<file path="config.mk">
export PLATFORM = sky130hd
export DESIGN_NAME = rf_serial_master
export DESIGN_NICKNAME = d
export VERILOG_FILES = /design/src/rtl/rf_serial_pkg.sv /design/src/rtl/rf_serial_ctrl.sv /design/src/rtl/rf_serial_dp.sv /design/src/rtl/rf_serial_master.sv
export SDC_FILE = /design/constraint.sdc
export NUM_CORES = 1
export LEC_CHECK = 0
export ABC_CLOCK_PERIOD_IN_PS = 2100
export CAP_MARGIN = 10
export CORE_ASPECT_RATIO = 1.2
export CORE_MARGIN = 3
export CORE_UTILIZATION = 54
export DETAILED_ROUTE_END_ITERATION = 16
export GPL_TIMING_DRIVEN = 0
export PLACE_DENSITY = 0.82
export SLEW_MARGIN = 20
export SYNTH_ARGS = -nofsm -noshare
export SYNTH_HDL_FRONTEND = slang
export SYNTH_SLANG_ARGS = --single-unit
</file>
<file path="constraint.sdc">
create_clock -name clk -period 2.1 [get_ports clk]
set_input_delay 0.21 -clock clk [delete_from_list [all_inputs] [get_ports clk]]
set_output_delay 0.21 -clock clk [all_outputs]
set_load 0.02 [all_outputs]
</file>
<file path="src/rtl/rf_serial_pkg.sv">
package rf_serial_pkg;

  // Per-cycle commands from the sequencer to the datapath
  typedef struct packed {
    logic load;      // capture request into the shift register
    logic isRead;    // request type presented with load
    logic shiftTx;   // advance outgoing shift register
    logic sampleRx;  // capture one incoming bit
    logic enLvl;     // level for the enable line
    logic clkLvl;    // level for the serial clock
    logic rwLvl;     // level for the direction line
    logic oeLvl;     // data line output enable
    logic drvBit;    // drive shift-register MSB (else 0)
  } wireStrobe_t;

endpackage

</file>
<file path="src/rtl/rf_serial_ctrl.sv">
module rf_serial_ctrl
  import rf_serial_pkg::*;
#(
  parameter int SLOT_CLKS     = 4,
  parameter int FRAME_W       = 16,
  parameter int RD_ADDR_W     = 5,
  parameter int RD_DATA_W     = 12,
  parameter int WR_HIGH_SLOTS = 2,
  parameter int RD_HIGH_SLOTS = 3
) (
  input  logic        clk,
  input  logic        rstN,
  input  logic        reqValid,
  input  logic        reqRead,
  output logic        busy,
  output logic        done,
  output wireStrobe_t strb
);

  localparam int SLOT_W = $clog2(SLOT_CLKS + 1);
  localparam int SUB_W  = $clog2(RD_HIGH_SLOTS + 1);
  localparam int BIT_W  = $clog2(FRAME_W + RD_DATA_W + 1);

  typedef enum logic [3:0] {
    S_IDLE, S_START, S_ENLOW, S_ASETUP, S_AHIGH,
    S_RWSET, S_TURN, S_DLOW, S_DHIGH, S_FINISH
  } phase_t;

  phase_t            state;
  logic [SLOT_W-1:0] slotCnt;
  logic [SUB_W-1:0]  subCnt;
  logic [BIT_W-1:0]  bitCnt;
  logic              isReadQ;
  logic              slotTick;
  logic              wrSubLast;
  logic              rdSubLast;

  assign slotTick  = (slotCnt == SLOT_W'(SLOT_CLKS - 1));
  assign wrSubLast = (subCnt == SUB_W'(WR_HIGH_SLOTS - 1));
  assign rdSubLast = (subCnt == SUB_W'(RD_HIGH_SLOTS - 1));

  always_ff @(posedge clk) begin
    if (!rstN) begin
      state   <= S_IDLE;
      slotCnt <= '0;
      subCnt  <= '0;
      bitCnt  <= '0;
      isReadQ <= 1'b0;
    end else if (state == S_IDLE) begin
      slotCnt <= '0;
      if (reqValid) begin
        state   <= S_START;
        isReadQ <= reqRead;
      end
    end else begin
      slotCnt <= slotTick ? '0 : slotCnt + 1'b1;
      if (slotTick) begin
        case (state)
          S_START: state <= S_ENLOW;
          S_ENLOW: begin
            state  <= S_ASETUP;
            bitCnt <= isReadQ ? BIT_W'(RD_ADDR_W - 1) : BIT_W'(FRAME_W - 1);
          end
          S_ASETUP: begin
            state  <= S_AHIGH;
            subCnt <= '0;
          end
          S_AHIGH: begin
            if (wrSubLast) begin
              if (bitCnt == '0) begin
                state <= isReadQ ? S_RWSET : S_FINISH;
              end else begin
                bitCnt <= bitCnt - 1'b1;
                state  <= S_ASETUP;
              end
            end else begin
              subCnt <= subCnt + 1'b1;
            end
          end
          S_RWSET: state <= S_TURN;
          S_TURN: begin
            state  <= S_DLOW;
            bitCnt <= BIT_W'(RD_DATA_W - 1);
          end
          S_DLOW: begin
            state  <= S_DHIGH;
            subCnt <= '0;
          end
          S_DHIGH: begin
            if (rdSubLast) begin
              if (bitCnt == '0) begin
                state <= S_FINISH;
              end else begin
                bitCnt <= bitCnt - 1'b1;
                state  <= S_DLOW;
              end
            end else begin
              subCnt <= subCnt + 1'b1;
            end
          end
          S_FINISH: state <= S_IDLE;
          default:  state <= S_IDLE;
        endcase
      end
    end
  end

  always_comb begin
    strb          = '0;
    strb.enLvl    = 1'b1;
    strb.oeLvl    = 1'b1;
    strb.load     = (state == S_IDLE) && reqValid;
    strb.isRead   = reqRead;
    strb.shiftTx  = (state == S_AHIGH) && slotTick && wrSubLast && (bitCnt != '0);
    strb.sampleRx = (state == S_DHIGH) && slotTick && rdSubLast;
    case (state)
      S_ENLOW:  strb.enLvl = 1'b0;
      S_ASETUP: begin strb.enLvl = 1'b0; strb.drvBit = 1'b1; end
      S_AHIGH:  begin strb.enLvl = 1'b0; strb.drvBit = 1'b1; strb.clkLvl = 1'b1; end
      S_RWSET:  begin
        strb.enLvl = 1'b0; strb.drvBit = 1'b1; strb.clkLvl = 1'b1; strb.rwLvl = 1'b1;
      end
      S_TURN, S_DLOW: begin strb.enLvl = 1'b0; strb.rwLvl = 1'b1; strb.oeLvl = 1'b0; end
      S_DHIGH:  begin
        strb.enLvl = 1'b0; strb.rwLvl = 1'b1; strb.oeLvl = 1'b0; strb.clkLvl = 1'b1;
      end
      S_FINISH: strb.rwLvl = isReadQ;
      default:  ;
    endcase
  end

  assign busy = (state != S_IDLE);
  assign done = (state == S_FINISH) && slotTick;

  // completion returns the block to idle on the next cycle
  p_done_ends_busy_r2: assert property (@(posedge clk) disable iff (!rstN)
    done |=> !busy);
  // an idle block always takes a request
  p_accept_r2: assert property (@(posedge clk) disable iff (!rstN)
    (reqValid && !busy) |=> busy);
  // slot counter never passes the slot length
  p_slot_bound_r10: assert property (@(posedge clk) disable iff (!rstN)
    slotCnt < SLOT_W'(SLOT_CLKS));

endmodule

</file>
<file path="src/rtl/rf_serial_dp.sv">
module rf_serial_dp
  import rf_serial_pkg::*;
#(
  parameter int WR_ADDR_W = 4,
  parameter int WR_DATA_W = 12,
  parameter int RD_ADDR_W = 5,
  parameter int RD_DATA_W = 12
) (
  input  logic                 clk,
  input  logic                 rstN,
  input  wireStrobe_t          strb,
  input  logic [RD_ADDR_W-1:0] reqAddr,
  input  logic [WR_DATA_W-1:0] reqData,
  input  logic                 wireDataIn,
  output logic                 wireEn,
  output logic                 wireClk,
  output logic                 wireRw,
  output logic                 wireDataOut,
  output logic                 wireDataOe,
  output logic [RD_DATA_W-1:0] rdData
);

  localparam int FRAME_W = WR_DATA_W + WR_ADDR_W;
  localparam int PAD_W   = FRAME_W - RD_ADDR_W;

  logic [FRAME_W-1:0]   txShift;
  logic [RD_DATA_W-1:0] rxShift;

  always_ff @(posedge clk) begin
    if (!rstN) begin
      txShift <= '0;
    end else if (strb.load) begin
      txShift <= strb.isRead ? {reqAddr, {PAD_W{1'b0}}}
                             : {reqData, reqAddr[WR_ADDR_W-1:0]};
    end else if (strb.shiftTx) begin
      txShift <= {txShift[FRAME_W-2:0], 1'b0};
    end
  end

  always_ff @(posedge clk) begin
    if (!rstN) begin
      rxShift <= '0;
    end else if (strb.sampleRx) begin
      rxShift <= {rxShift[RD_DATA_W-2:0], wireDataIn};
    end
  end

  always_ff @(posedge clk) begin
    if (!rstN) begin
      wireEn      <= 1'b1;
      wireClk     <= 1'b0;
      wireRw      <= 1'b0;
      wireDataOut <= 1'b0;
      wireDataOe  <= 1'b1;
    end else begin
      wireEn      <= strb.enLvl;
      wireClk     <= strb.clkLvl;
      wireRw      <= strb.rwLvl;
      wireDataOut <= strb.drvBit & txShift[FRAME_W-1];
      wireDataOe  <= strb.oeLvl;
    end
  end

  assign rdData = rxShift;

  // data held while the serial clock stays high
  p_data_stable_hi_r5: assert property (@(posedge clk) disable iff (!rstN)
    (wireClk && $past(wireClk)) |-> $stable(wireDataOut));
  // data line released only with direction set to read
  p_release_rw_r7: assert property (@(posedge clk) disable iff (!rstN)
    !wireDataOe |-> wireRw);
  // release happens with the clock low
  p_release_clk_low_r7: assert property (@(posedge clk) disable iff (!rstN)
    $fell(wireDataOe) |-> !wireClk);
  // clock pulses only inside an enable-low window
  p_en_low_clk_r4: assert property (@(posedge clk) disable iff (!rstN)
    wireClk |-> !wireEn);

endmodule

</file>
<file path="src/rtl/rf_serial_master.sv">
module rf_serial_master
  import rf_serial_pkg::*;
#(
  parameter int SLOT_CLKS = 4,
  parameter int WR_ADDR_W = 4,
  parameter int WR_DATA_W = 12,
  parameter int RD_ADDR_W = 5,
  parameter int RD_DATA_W = 12
) (
  input  logic                 clk,
  input  logic                 rstN,
  input  logic                 reqValid,
  input  logic                 reqRead,
  input  logic [RD_ADDR_W-1:0] reqAddr,
  input  logic [WR_DATA_W-1:0] reqData,
  output logic                 busy,
  output logic                 done,
  output logic [RD_DATA_W-1:0] rdData,
  output logic                 wireEn,
  output logic                 wireClk,
  output logic                 wireRw,
  output logic                 wireDataOut,
  output logic                 wireDataOe,
  input  logic                 wireDataIn
);

  localparam int FRAME_W = WR_DATA_W + WR_ADDR_W;

  wireStrobe_t strb;

  rf_serial_ctrl #(
    .SLOT_CLKS    (SLOT_CLKS),
    .FRAME_W      (FRAME_W),
    .RD_ADDR_W    (RD_ADDR_W),
    .RD_DATA_W    (RD_DATA_W),
    .WR_HIGH_SLOTS(2),
    .RD_HIGH_SLOTS(3)
  ) uCtrl (
    .clk     (clk),
    .rstN    (rstN),
    .reqValid(reqValid),
    .reqRead (reqRead),
    .busy    (busy),
    .done    (done),
    .strb    (strb)
  );

  rf_serial_dp #(
    .WR_ADDR_W(WR_ADDR_W),
    .WR_DATA_W(WR_DATA_W),
    .RD_ADDR_W(RD_ADDR_W),
    .RD_DATA_W(RD_DATA_W)
  ) uDp (
    .clk        (clk),
    .rstN       (rstN),
    .strb       (strb),
    .reqAddr    (reqAddr),
    .reqData    (reqData),
    .wireDataIn (wireDataIn),
    .wireEn     (wireEn),
    .wireClk    (wireClk),
    .wireRw     (wireRw),
    .wireDataOut(wireDataOut),
    .wireDataOe (wireDataOe),
    .rdData     (rdData)
  );

endmodule

</file>
Yosys cells after proc, flatten, opt, wreduce, memory -nomap -nowiden
Cells that the tools add are included.
{ "word_totals": {"regBits": 48, "wordCells": 88, "in_bits": 22, "out_inout_bits": 19} }
{ "op_classes": {"addsub": 3, "n_eq_ne": 19, "bitwise_logic": 3, "n_mux": 25, "reduce_logical": 26} }
{ "ops": {"columns": ["op", "n"], "rows": [
  ["$mux 16", 3],
  ["$mux 4", 9],
  ["$pmux 4 s8", 1],
  ["$pmux 5 s4", 1],
  ["$eq 4x3->1 const B", 4],
  ["$mux 5", 3],
  ["$reduce_or 3->1", 4],
  ["$reduce_and 5->1", 2],
  ["$eq 4x2->1 const B", 2],
  ["$eq 4x4->1 const B", 2],
  ["$reduce_bool 4->1", 2],
  ["$logic_and 1x1->1", 7],
  ["$reduce_or 7->1", 1],
  ["$ne 2x2->1 const B", 3],
  ["$ne 3x1->1 const B", 2],
  ["$pmux 2 s3", 1],
  ["$logic_not 5->1", 1],
  ["$reduce_bool 5->1", 1],
  ["$sub 5x1->5 const B", 1],
  ["$eq 4x1->1 const B", 1],
  ["$logic_not 4->1", 1],
  ["$mux 1", 4],
  ["$mux 2", 2],
  ["$ne 2x1->1 const B", 2],
  ["other kinds (14)", 16]
]} }

Depth between registers and ports, before layout
{ "depth": {"word_depth": 6, "depth_mapped": 8, "ltp_nobuf": 6} }

By module
A second synthesis with hierarchy kept.
{ "unflattened": {"cells_unflattened": 284, "area_unflattened_um2": 2557.5} }
{ "by_module_without_submodules": {"columns": ["module", "area_each_um2", "n_inst", "seq_area_each_um2", "cells_each"], "rows": [
  ["rf_serial_dp", 1415.1, 1, 660.6, 131],
  ["rf_serial_ctrl", 1142.3, 1, 300.3, 153]
]} }

Worst setup path after synthesis
No wires, ideal clock.
{ "synth_timing": {"path_kind": "register to register", "from": "register uCtrl.bitCnt[0]", "to": "register uCtrl.bitCnt[2]", "n_path_buf": 0, "setup_slack_ns": 0.352, "t_arrival_ns": 1.613, "stages_incl_launch_ff": 7, "period_less_slack_ns": 1.748, "required_time_ns": 1.966, "setup_time_ns": 0.134, "path_cell_list": "dfxtp_1 > inv_1 > ha_1 > or4b_4 > o211ai_4 > or2_2 > o31ai_1"} }
{ "synth_between": {"elab_chain_len": 4, "elab_cells_between_ends": 6, "classes_between": "add/sub (1); mux (4); reduce/logical (1)"} }
{ "synth_rtl": {"columns": ["item", "line_no", "text"], "rows": [
  ["start: declaration", "rf_serial_ctrl.sv:32", "logic [BIT_W-1:0] bitCnt;"],
  ["start signal: assignment", "rf_serial_ctrl.sv:62", "bitCnt <= isReadQ ? BIT_W'(RD_ADDR_W - 1) : BIT_W'(FRAME_W - 1);"],
  ["start signal: assignment", "rf_serial_ctrl.sv:73", "bitCnt <= bitCnt - 1'b1;"],
  ["start signal: assignment", "rf_serial_ctrl.sv:83", "bitCnt <= BIT_W'(RD_DATA_W - 1);"],
  ["$sub 5x1->5 / $logic_not 5->1 (equally long branches)", null, null],
  ["$mux 5 *", "rf_serial_ctrl.sv:70, rf_serial_ctrl.sv:91", null],
  ["$mux 5 (on tied branches)", "rf_serial_ctrl.sv:90, rf_serial_ctrl.sv:69", null],
  ["$pmux 5 s4 *", "rf_serial_ctrl.sv:58", "case (state)"]
]} }
Mark *: on every way between the ends. The rest lies on a longest branch, timed or not. The select of a mux whose other input is x is not followed.
A chain may end at the register's enable or synchronous reset.

Worst setup path after layout
{ "layout_timing": {"from": "register uCtrl.state[1]", "to": "output port busy"} }
{ "layout_between": {"elab_chain_len": 1} }
{ "layout_rtl": {"columns": ["item", "line_no", "text"], "rows": [
  ["start: declaration", "rf_serial_ctrl.sv:29", "phase_t state;"],
  ["start signal: assignment", "rf_serial_ctrl.sv:71", "state <= isReadQ ? S_RWSET : S_FINISH;"],
  ["$reduce_bool 4->1", "rf_serial_ctrl.sv:132", "assign busy = (state != S_IDLE);"],
  ["end: declaration", "rf_serial_master.sv:16", "output logic busy,"]
]} }
No other way between the ends.

==> key figures <==
Status
  – Status: complete, no violations

Critical path
  – Worst path required time: 1.89 ns
  – Worst setup EP type: output pin
  – Crit path max fanout: 9
  – Worst setup path class: reg -> out
  – Critical Path Source Type: register
  – Critical Path AT: 1.85 ns
  – FF-to-FF path depth: 8

Placement
  – HPWL after DPL: 4410 um
  – Global placement routability congestion: 0.885
  – Input/output buffers: 38
  – Placement Cell Area: 0.00306 mm2
  – Dpl cells: 391

Synthesis
  – Post-synthesis sequential area ratio: 0.369
  – Area of the mapped netlist: 0.00261 mm2
  – Yosys cell types: 62
  – Primary FF master, synth: dfxtp_1
  – Mean Syn Cell Area: 8.84 um2
  – Syn. warnings: 0
  – Top post-synthesis cells by area: dfxtp_1, nand2_1, a21oi_1, a311oi_2, mux2i_1
  – Ys async rst share: 0
  – Synthesis-stage register bit count: 48
  – Gate count of the mapped netlist: 295
  – EDFF count, synth: 0
  – Share of the synthesized area in the top cell type: 0.369
  – Most frequent cell after synthesis: nand2_1
  – Most frequent cells after synthesis: nand2_1, dfxtp_1, a21oi_1
  – Syn nets: 322
  – Synth area leader: dfxtp_1

Route
  – DR vias: 2,348
  – DRT antenna net count: 0
  – Top layer in use: met4
  – WL per Instance: 15.0 um
  – Met3 Wirelength: 317 um
  – Starting DRT DRC Count: 188
  – 1st-pass router iterations: 5
  – Metal2 WL: 3140 um
  – Vias per cell: 5.86
  – DRC errors left: 0
  – Final WL: 6030 um
  – M1 wire length: 2380 um

Timing
  – Hold Slack: 0.320 ns
  – Clock skew: 0.00767 ns
  – Slew at the pin closest to its max-slew limit: 0.586 ns
  – Worst slew margin: 0.609
  – Final hold viol count: 0
  – Fmax: 486 MHz
  – Final Setup Violations: 0
  – Max-slew violations: 0
  – Period minus WS final: 2.06 ns
  – Final worst-path cycle share: 0.981

Global routing
  – Initial antenna violation count: 0
  – Vias in the first global route: 2,241
  – Total track usage: 0.215
  – Global-route wire length before repair: 9870 um
  – Total gr overflow: 0
  – Largest net degree at the start of global routing: 16

Clocking
  – Clock Sinks: 48
  – CTS tree: done
  – CTS max path bufs: 2
  – H-tree levels: 2
  – CTS root buf: clkbuf_8
  – # hold bufs at CTS: 0
  – Worst-Skew Late Latency: 0.30 ns
  – CTS clk-pin slew, worst paths: 0.09 ns
  – TritonCTS Buffers: 5

Pwr
  – Clock network fraction of design power: 0.326
  – Part of the power in combinational logic: 0.138
  – Max IR drop VDD: 0.000442 V
  – Sw Pwr: 0.459 mW
  – Switching share of total power: 0.258
  – Sequential share of power: 0.536
  – Lkg Pwr: 1.12 nW
  – Power per Cell Area: 560 mW/mm2
  – Internal power: 1.32 mW

Worst hold path
  – Hold Path Depth: 3
  – Worst hold path type: in -> reg

Floorplanning
  – Die Area: 0.00570 mm2
  – Ports: 41
  – Area of the core: 0.00463 mm2
  – Die X: 69.4 um
  – Die height: 82.1 um
  – Initial core utilization: 0.563
  – Cell row count: 27

Finish
  – Layout area overhead: 21.9%
  – Fin nets: 369
  – Fin area: 0.00318 mm2
  – Share of layout cells above drive strength 1: 0.169
  – Non-Filler Instances: 401
  – N_diodes: 0
  – FF+latch area: 961 um2
  – Multi-input logic area: 0.00146 mm2
  – Fillcell total: 372

Run
  – MaxCap Viol Count: 0
worst paths after layout:
path / start / endpoint / slack, ns
worst max-delay path: uCtrl.state[1]$_SDFFE_PN0P_ / busy / 0.04
worst min-delay path: rstN / uCtrl.subCnt[0]$_SDFFE_PN0P_ / 0.32
worst max register to register: uCtrl.bitCnt[0]$_SDFFE_PN0P_ / uDp.txShift[9]$_SDFFE_PN0P_ / 0.11
worst min register to register: uCtrl.slotCnt[0]$_SDFF_PP0_ / uCtrl.slotCnt[0]$_SDFF_PP0_ / 0.44
layer usage:
layer,track usage,vias up
met5,0,-
met3,0.0436,23
met2,0.405,92
met4,0.0996,0
met1,0.235,1091
li1,-,1142
layout make-up:
cell class,count,area share
multi-input combinational,211,0.461
sequential,48,0.302
timing repair buffer,40,0.124
buffer,25,0.0465
clock buffer,6,0.0260
tap,58,0.0228
inverter,11,0.0130
clock inverter,2,0.00472
through the flow:
stage	worst slack (ns)	power [mW]	utilization	setup TNS [ns]
2_1_floorplan	0.352	1.14	-	0
3_3_place_gp	0.154	1.21	0.661	0
3_5_place_dp	0.102	1.22	0.661	0
4_1_cts	0.0539	1.79	0.683	0
5_1_grt	-0.0370	1.85	0.687	-0.0370
6_report	0.0408	1.78	0.687	0
power groups by stage:
stage	Combinational (mW)	Clock (mW)	Sequential (mW)
final	0.246	0.579	0.954
after global routing	0.268	0.621	0.957
after CTS	0.245	0.590	0.953
after detailed placement	0.244	0	0.974
after global placement	0.239	0	0.974
after floorplan	0.168	0	0.970
logic make-up (layout without fill, tap and decap cells):
family	after synthesis	after routing	share of synthesized area
buffers and inverters	36	84	0.0710
multiplexers	14	14	0.0566
XOR/XNOR	2	2	0.00672
AO/OA/AOI/OAI	77	77	0.231
AND/OR/NAND/NOR	113	113	0.242
adder cells (fa/ha/maj)	5	5	0.0240
flip-flops	48	48	0.369
what timing repair did:
action,in CTS,in global routing
setup buffers,0,2
gates resized for setup,3,2
setup endpoints to repair,1,9
worst max-delay path: stages (launching register included):
cell and delay, ns:
dfxtp_1 0.31, buf_4 0.17, nor3_2 0.35, nand2b_1 0.15, clkdlybuf4s50_1 0.56
cell usage in the layout (no fill, tap or decap), types with 5 or more instances in the layout:
master / instances
a21oi_1: 30
a311oi_1: 7
a311oi_2: 6
buf_2: 6
buf_4: 6
clkbuf_1: 9
clkbuf_8: 6
clkdlybuf4s50_1: 37
dfxtp_1: 48
inv_1: 11
mux2_2: 6
mux2i_1: 8
nand2_1: 49
nand3_1: 5
nor2_1: 12
nor3_1: 7
o21ai_0: 6
o22ai_1: 6
or3b_1: 7
state kept, by name, indices dropped and copies added, names as in the netlist, 2 cells and up:
signal and flops:
uCtrl.state 4, uCtrl.subCnt 2, uDp.rdData 12, uCtrl.slotCnt 3, uDp.txShift 16, uCtrl.bitCnt 5
Power figures use the tool's default switching activity.
